--- src/rtl/gb_pkg.sv ---
package gb_pkg;
    // Words needed to carry one oversampled frame.
    function automatic int gb_words_per_frame(input int frame_w, input int word_w, input int ratio);
        return (frame_w * ratio) / word_w;
    endfunction

    // Frame bits carried in one output word.
    function automatic int gb_bits_per_word(input int word_w, input int ratio);
        return word_w / ratio;
    endfunction
endpackage

--- src/rtl/gb_frame_buffer.sv ---
module gb_frame_buffer #(
    parameter int FRAME_W = 64
) (
    input  logic               clk,
    input  logic               rst_n,
    input  logic               wr_en,
    input  logic [FRAME_W-1:0] wr_data,
    input  logic               take,
    output logic               full,
    output logic [FRAME_W-1:0] rd_data
);
    typedef struct packed {
        logic               full;
        logic [FRAME_W-1:0] data;
    } buf_state_t;

    buf_state_t st_d, st_q;

    always_comb begin
        st_d = st_q;
        if (wr_en) begin
            st_d.full = 1'b1;
            st_d.data = wr_data;
        end else if (take) begin
            st_d.full = 1'b0;
        end
    end

    always_ff @(posedge clk or negedge rst_n) begin
        if (!rst_n) st_q <= '0;
        else        st_q <= st_d;
    end

    assign full    = st_q.full;
    assign rd_data = st_q.data;


    buf_fill_chk: assert property (@(posedge clk) disable iff (!rst_n)
        wr_en |=> (full && rd_data == $past(wr_data)));


    buf_drain_chk: assert property (@(posedge clk) disable iff (!rst_n)
        (take && !wr_en) |=> !full);
endmodule

--- src/rtl/gb_word_expander.sv ---
module gb_word_expander #(
    parameter int FRAME_W = 64,
    parameter int WORD_W  = 32,
    parameter int RATIO   = 2,
    parameter int IDX_W   = 2
) (
    input  logic [FRAME_W-1:0] frame,
    input  logic [IDX_W-1:0]   idx,
    output logic [WORD_W-1:0]  word
);
    localparam int BITS_PER_WORD = gb_pkg::gb_bits_per_word(WORD_W, RATIO);

    logic [FRAME_W-1:0] aligned;

    // Bring the chunk for this word to the top of the frame.
    assign aligned = frame << (int'(idx) * BITS_PER_WORD);

    for (genvar j = 0; j < WORD_W; j++) begin : g_bit
        assign word[j] = aligned[FRAME_W-1-(j/RATIO)];
    end
endmodule

--- src/rtl/tx_oversample_gearbox.sv ---
module tx_oversample_gearbox #(
    parameter int FRAME_W = 64,
    parameter int WORD_W  = 32,
    parameter int RATIO   = 2
) (
    input  logic               clk,
    input  logic               rst_n,
    input  logic               frame_valid,
    input  logic [FRAME_W-1:0] frame_data,
    output logic               word_valid,
    output logic [WORD_W-1:0]  word_data
);
    localparam int NUM_WORDS = gb_pkg::gb_words_per_frame(FRAME_W, WORD_W, RATIO);
    localparam int IDX_W     = (NUM_WORDS > 1) ? $clog2(NUM_WORDS) : 1;
    localparam logic [IDX_W-1:0] LAST_IDX = IDX_W'(NUM_WORDS - 1);

    typedef struct packed {
        logic [FRAME_W-1:0] act;
        logic [IDX_W-1:0]   idx;
        logic               busy;
        logic [WORD_W-1:0]  word;
        logic               word_vld;
    } eng_state_t;

    eng_state_t st_d, st_q;

    logic               buf_full;
    logic [FRAME_W-1:0] buf_data;
    logic               take;
    logic               last;
    logic [WORD_W-1:0]  exp_word;

    gb_frame_buffer #(.FRAME_W(FRAME_W)) u_buf (
        .clk    (clk),
        .rst_n  (rst_n),
        .wr_en  (frame_valid),
        .wr_data(frame_data),
        .take   (take),
        .full   (buf_full),
        .rd_data(buf_data)
    );

    gb_word_expander #(
        .FRAME_W(FRAME_W),
        .WORD_W (WORD_W),
        .RATIO  (RATIO),
        .IDX_W  (IDX_W)
    ) u_exp (
        .frame(st_q.act),
        .idx  (st_q.idx),
        .word (exp_word)
    );

    assign last = st_q.busy && (st_q.idx == LAST_IDX);
    assign take = buf_full && (!st_q.busy || last);

    always_comb begin
        st_d = st_q;
        if (st_q.busy) begin
            st_d.word     = exp_word;
            st_d.word_vld = 1'b1;
            st_d.idx      = st_q.idx + 1'b1;
        end else begin
            st_d.word     = '0;
            st_d.word_vld = 1'b0;
        end
        if (take) begin
            st_d.act  = buf_data;
            st_d.idx  = '0;
            st_d.busy = 1'b1;
        end else if (last) begin
            st_d.busy = 1'b0;
        end
    end

    always_ff @(posedge clk or negedge rst_n) begin
        if (!rst_n) st_q <= '0;
        else        st_q <= st_d;
    end

    assign word_valid = st_q.word_vld;
    assign word_data  = st_q.word;


    stream_on_chk: assert property (@(posedge clk) disable iff (!rst_n)
        st_q.busy |=> word_valid);


    idle_quiet_chk: assert property (@(posedge clk) disable iff (!rst_n)
        !st_q.busy |=> (!word_valid && word_data == '0));


    idx_step_chk: assert property (@(posedge clk) disable iff (!rst_n)
        (st_q.busy && !last) |=> (st_q.busy && st_q.idx == $past(st_q.idx) + 1'b1));


    reload_chk: assert property (@(posedge clk) disable iff (!rst_n)
        (buf_full && (!st_q.busy || last)) |=> (st_q.busy && st_q.idx == '0));
endmodule

--- config.mk ---
export PLATFORM = sky130hd
export DESIGN_NAME = tx_oversample_gearbox
export DESIGN_NICKNAME = d
export VERILOG_FILES = /design/src/rtl/gb_pkg.sv /design/src/rtl/gb_frame_buffer.sv /design/src/rtl/gb_word_expander.sv /design/src/rtl/tx_oversample_gearbox.sv
export SDC_FILE = /design/constraint.sdc
export NUM_CORES = 1
export LEC_CHECK = 0
export ABC_AREA = 1
export CORE_ASPECT_RATIO = 1.25
export CORE_MARGIN = 2
export CORE_UTILIZATION = 58
export CTS_CLUSTER_SIZE = 24
export DETAILED_ROUTE_END_ITERATION = 12
export PLACE_DENSITY = 0.94
export RECOVER_POWER = 25
export SLEW_MARGIN = 0
export SYNTH_ARGS = -nofsm -noshare
export SYNTH_HDL_FRONTEND = slang
export SYNTH_SLANG_ARGS = --single-unit
--- constraint.sdc ---
create_clock -name clk -period 3.1 [get_ports clk]
set_clock_uncertainty 0.2 [all_clocks]
set_input_delay 0.465 -clock clk [delete_from_list [all_inputs] [get_ports clk]]
set_output_delay 0.465 -clock clk [all_outputs]
set_load 0.02 [all_outputs]
==> results of run 1 <==
[worst paths after layout]
check	slack [ns]	end	cells after the start
min in group asynchronous	0.81	st_q[60]$_DFFE_PN0P_	2
max in group asynchronous	0.72	u_buf.rd_data[55]$_DFFE_PN0P_	3
worst min register to register	0.24	word_valid$_DFF_PN0_	0
worst min-delay path	0.24	word_valid$_DFF_PN0_	0
worst max-delay path	0.65	u_buf.rd_data[48]$_DFFE_PN0P_	4
worst max register to register	0.88	st_q[51]$_DFFE_PN0P_	7
[cell families (layout without fill, tap and decap cells)]
family / count (synthesis) / after routing / synth area share, %
flops: 149 / 149 / 56.4
fa+ha+maj: 1 / 1 / 0.189
compound gates: 147 / 147 / 13.2
buf+inv: 204 / 270 / 16.2
simple gates: 230 / 230 / 14.0
[Yosys cell counts (all sizes together)]
cell    count
a21oi      16
nand3      34
o21ai     130
o21bai      1
dfrtp     149
inv       132
ha          1
clkbuf      8
nand2     196
buf        63
clkinv      1
[sequential cells by signal (all words and copies together) (netlist names)]
name and flops:
word_data 16, u_buf.rd_data 64, word_valid 1, u_buf.full 1
st_q 67
[critical path, delay by kind of cell]
| kind | cells | cell delay (ns) |
|---|---|---|
| buf+inv | 2 | 1.50 |
| simple gates | 1 | 0.31 |
| compound gates | 1 | 0.20 |
[where the power goes]
part	internal, mW	switching, mW
clock network	1.26	0.775
registers	2.55	0.370
logic	1.07	1.73
[area by class of cell]
class | instances | area (sq um)
flip-flops and latches | 149 | 3730
fillers | 769 | 3220
multi-input cells | 378 | 1810
repair buffers | 106 | 1060
inverters | 133 | 502
clock buffers | 23 | 488
well taps | 135 | 169
clock inverters | 8 | 98.8
[metrics by stage]
stage                     cells  utilization, %  hold slack (ns)  power [mW]  area (sq um)
after global placement      900            65.7            0.218        5.49          7280
final                       932            70.9            0.242        7.76          7860
after CTS                   932            71.1            0.235        7.75          7880
after global routing        932            70.9            0.257        8.18          7860
after detailed placement    900            65.7            0.221        5.64          7280
after floorplan             731               -          -0.0306        5.11          6610
[layer usage]
metal | GRT usage, % | wire (um) | vias to the layer above
li1 | - | - | 2302
met1 | 32.3 | 5900 | 2272
met2 | 41.3 | 7280 | 190
met3 | 6.05 | 771 | 36
met4 | 12.2 | 505 | 0
met5 | 0 | 0 | -
[cell usage in the layout (no fill, tap or decap), drive strengths merged, types with 2 or more instances in the layout]
cell / instances
o21ai: 130
clkinv: 5
dfrtp: 149
a21oi: 16
clkinvlp: 2
clkdlybuf4s50: 97
clkbuf: 25
inv: 132
nand3: 34
buf: 6
nand2: 196
bufinv: 2
[repair_timing]
item / 4_1_cts / 5_1_grt
hold buffers: 1 / 0
endpoints found under the hold margin: 63 / 0
endpoints found under the setup margin: 0 / 0
resized for setup: 0 / 0
==> run metrics, run 1 <==
number of H-tree branching levels=4; Post-DP HPWL=9.31 mm; Setup crit end kind=register; largest buffer count on any clock path=2; buffer type at the clock tree root=clkbuf_16; least setup slack across all paths after layout=0.650 ns; clock period minus final worst setup slack=2.45 ns; IR Drop Worst-Case VDD=0.601 mV; total routing resource utilization after global routing=25.4%; Period Utilization, post-route=79.0%; crit path kind=in2reg; highest fanout seen on the critical path=129; clock latency on the worst-skew pair=0.42 ns; highest achievable clock rate=408 MHz; count of maximum capacitance violations=2; Final Net Count=853; input/output buffers=99; synthesized instance count=731; standby leakage power=3.89 nW; relative slew slack=-34.4%; count of buffers added by post-CTS timing repair for setup=0; flop and latch count out of synthesis=149; arrival time reported for the critical path endpoint=2.55 ns; Worst Setup Start Kind=input port; largest area contributor in the netlist=dfrtp_1; clock tree from TritonCTS=done; initial core utilization=59.7%; setup TNS after final layout=0 ns; clock buffer count from CTS=17; antenna violations before repair=1; area growth from synthesis to layout=18.8%; Max stage delay on crit path=1.42 ns; beginning of the critical path=frame_valid; drt wl/cell=15.5 um; clk sink count=149; diode insertion count for antenna repair=0; post-DR vias/cell=5.15; final hold viol count=0; placer congestion estimate=0.869; core area=11,100 sq um; Worst Tran Pin Value=2.02 ns; number of library cell types mapped by synthesis=23; area of the mapped netlist=6610 sq um; DRT Wirelength=14.4 mm; Remaining DRCs=0; maximum number of pins on one net before global-route repair=130; cells taking the most area after synthesis=dfrtp_1 (56%), nand2_1 (11%), inv_1 (7.4%), o21ai_0 (6.1%), o21ai_2 (4.8%); vias after detailed routing=4,800; sequential-to-total area share from yosys stat=56.4%; DP Worst Slack=0.928 ns; cells along the critical path=buf_4 -> clkbuf_2 -> nand2_1 -> o21ai_0; remaining global-route overflow=0; class of the worst hold path=reg2reg; number of detailed-route iterations in the first pass=7; worst endpoint required time=3.20 ns; Syn Nets=799; final setup violation count=0; width of the chip=99.5 um; violated checks=capacitance limit, slew limit; run status=complete, but fails checks; unrepaired setup endpoints after global routing=false; Avg Synthesized Cell Area=9.05 sq um; PD cells=987 nW/um^2; Std-Cell Rows=43; startpoint of the worst-slack reg-to-reg timing path=st_q[35]$_DFFE_PN0P_; top-area cell type share of the netlist area=56.4%; floorplan die area=12,300 sq um; global-route wire length before repair=23.8 mm; height of the die=123 um; count of pins on the block boundary=100; start point of the worst hold path=st_q[33]$_DFFE_PN0P_; DR iter-0 viols=531; total count of max-transition violations in the final report=195; Clock Pin Slew Worst Setup and Hold Paths=0.06 ns; Warnings, synthesis=0; fraction of layout cells with a size suffix above 1=9.91%; antenna-violating nets left=0; CP max-delay cell=clkbuf_2; vias in the first global route=4,861
Power figures use the tool's default switching activity.
==> run 2: changes to the inputs <==
--- a/config.mk
+++ b/config.mk
@@ -8,10 +8,10 @@
 export ABC_AREA = 1
 export CORE_ASPECT_RATIO = 1.25
 export CORE_MARGIN = 2
-export CORE_UTILIZATION = 58
+export CORE_UTILIZATION = 54
 export CTS_CLUSTER_SIZE = 24
 export DETAILED_ROUTE_END_ITERATION = 12
-export PLACE_DENSITY = 0.94
+export PLACE_DENSITY = 0.89
 export RECOVER_POWER = 25
 export SLEW_MARGIN = 0
 export SYNTH_ARGS = -nofsm -noshare
==> constraint.sdc (replaced) <==
create_clock -name clk -period 2.6 [get_ports clk]
set_clock_uncertainty 0.2 [all_clocks]
set_input_delay 0.39 -clock clk [delete_from_list [all_inputs] [get_ports clk]]
set_output_delay 0.39 -clock clk [all_outputs]
set_load 0.02 [all_outputs]
==> run metrics, run 2 (synthesis results as in run 1) <==
antenna-violating nets left=0 (unchanged); count of pins on the block boundary=100 (unchanged); final setup violation count=0 (unchanged); DR iter-0 viols=385 (-27%); commonest non-fill, non-tap cell in the layout=nand2_1; worst endpoint required time=2.01 ns (-1.19 ns); overall power=9.16 mW (+18%); antenna violations before repair=0 (-1); max FFs per register=67 (unchanged); floorplan die area=13,200 sq um (+7.1%); area taken by multi-input logic gates=1810 sq um (-0.14%); top layer in use=met4; total routing resource utilization after global routing=22.4% (-3.0 points); clock period minus final worst setup slack=2.03 ns; vias after detailed routing=4,742 (-1.2%); maximum number of pins on one net before global-route repair=73 (-44%); # resized after CTS=0 (unchanged); clk sink count=149 (unchanged); class of the worst hold path=reg2reg; Period Utilization, post-route=77.9%; Clock Pin Slew Worst Setup and Hold Paths=0.06 ns (about the same); clock latency on the worst-skew pair=0.42 ns (about the same); width of the chip=103 um (+3.5%); height of the die=128 um (+3.5%); initial core utilization=54.9% (-4.8 points); diode insertion count for antenna repair=0 (unchanged); highest achievable clock rate=494 MHz; input/output buffers=99 (unchanged); fraction of layout cells with a size suffix above 1=10.3% (+0.34 points); count of maximum capacitance violations=0 (-2); Post-DP HPWL=8.98 mm (-3.6%); M1 WL=5.76 mm (-2.2%); total count of max-transition violations in the final report=0 (-100%); count of fill cells added during filler insertion=913 (+19%); Std-Cell Rows=45 (+4.7%); buffer type at the clock tree root=clkbuf_16; DP Worst Slack=0.783 ns (-0.145 ns); Remaining DRCs=0 (unchanged); relative slew slack=23.1% (+57 points); vias in the first global route=4,600 (-5.4%); largest buffer count on any clock path=2 (unchanged); met3 wire length=660 um (-14%); remaining global-route overflow=0 (unchanged); run status=finished clean; Max stage delay on crit path=0.63 ns (-0.79 ns); least setup slack across all paths after layout=0.574 ns (-0.0763 ns); area growth from synthesis to layout=20.0%; IR Drop Worst-Case VDD=0.660 mV (+9.9%); Seq. cell area=3730 sq um (unchanged); CP max-delay cell=clkdlybuf4s50_1; standby leakage power=3.90 nW (+0.25%); final hold viol count=0 (unchanged); global-route wire length before repair=22.3 mm (-6.3%); cells along the critical path=clkdlybuf4s50_1; arrival time reported for the critical path endpoint=1.44 ns (-1.11 ns); DRT Wirelength=13.6 mm (-5.9%); leading cell types in the layout, fill and taps excluded=nand2_1 (195), dfrtp_1 (149), inv_1 (130); total length of routed met2 wires=6.74 mm (-7.4%); worst hold slack across all endpoints=0.228 ns (-0.0138 ns); Worst Setup Start Kind=register; Final Net Count=855 (+0.23%); Worst Tran Pin Value=1.15 ns (-0.862 ns); post-DR vias/cell=4.92 (-4.5%); drt wl/cell=14.1 um (-9.0%); highest fanout seen on the critical path=2 (-98%); crit path kind=reg2out; PD cells=1160 nW/um^2 (+17%); clock tree from TritonCTS=done; number of H-tree branching levels=4 (unchanged); placer congestion estimate=0.846 (-2.7%); core area=12,000 sq um (+8.7%); number of buffers and inverters on the critical path=1 (-1); clock buffer count from CTS=17 (unchanged); kind of cell with the highest combined delay on the critical path=buffers and inverters; unrepaired setup endpoints after global routing=false; Top reg by flops=st_q; number of detailed-route iterations in the first pass=5 (-2); Setup crit end kind=output port; setup TNS after final layout=0 ns (unchanged)
-- run 2: cell count changes in the layout (fill, tap and decap cells not counted), sizes merged --
cell / before / now
clkinv: 5 / 6
clkinvlp: 2 / 5
buf: 6 / 8
clkbuf: 25 / 22
-- run 2: report_power, final --
group	switching (mW)	internal (mW)
Clock	0.942	1.46
Sequential	0.400	3.04
Combinational	2.02	1.31
Total	3.36	5.81
-- run 2: layout make-up --
type	count	area share, %
Tap cell	164	2.59
Timing Repair Buffer	108	13.9
Clock buffer	20	5.76
Inverter	133	6.32
Multi-Input combinational cell	378	22.8
Sequential cell	149	47.0
Clock inverter	12	1.64
-- run 2: path summary, 6_finish.rpt --
check	startpoint	end	slack, ns	depth (start not counted)
worst max-delay path	word_data[3]$_DFF_PN0_	word_data[2]	0.57	1
max in group asynchronous	rst_n	u_buf.rd_data[60]$_DFFE_PN0P_	0.72	3
worst min register to register	st_q[33]$_DFFE_PN0P_	word_valid$_DFF_PN0_	0.23	0
worst max register to register	st_q[34]$_DFFE_PN0P_	st_q[49]$_DFFE_PN0P_	0.66	7
min in group asynchronous	rst_n	u_buf.rd_data[14]$_DFFE_PN0P_	0.54	2
worst min-delay path	st_q[33]$_DFFE_PN0P_	word_valid$_DFF_PN0_	0.23	0
-- run 2: stage by stage --
stage                     cells  area, sq um  util (%)
after detailed placement    931         7350      61.0
after CTS                   964         7940      65.9
after global routing        964         7930      65.8
final                       964         7930      65.8
after floorplan             731         6610         -
after global placement      931         7350      61.0
-- run 2: metal layers --
layer,up-vias,GRT usage (%)
li1,2304,-
met5,-,0
met3,33,4.85
met4,0,9.67
met1,2242,29.5
met2,163,35.6
-- run 2: timing repair --
item | 4_1_cts | 5_1_grt
setup buffers | 0 | 0
endpoints found under the hold margin | 42 | 0
hold buffers | 1 | 0
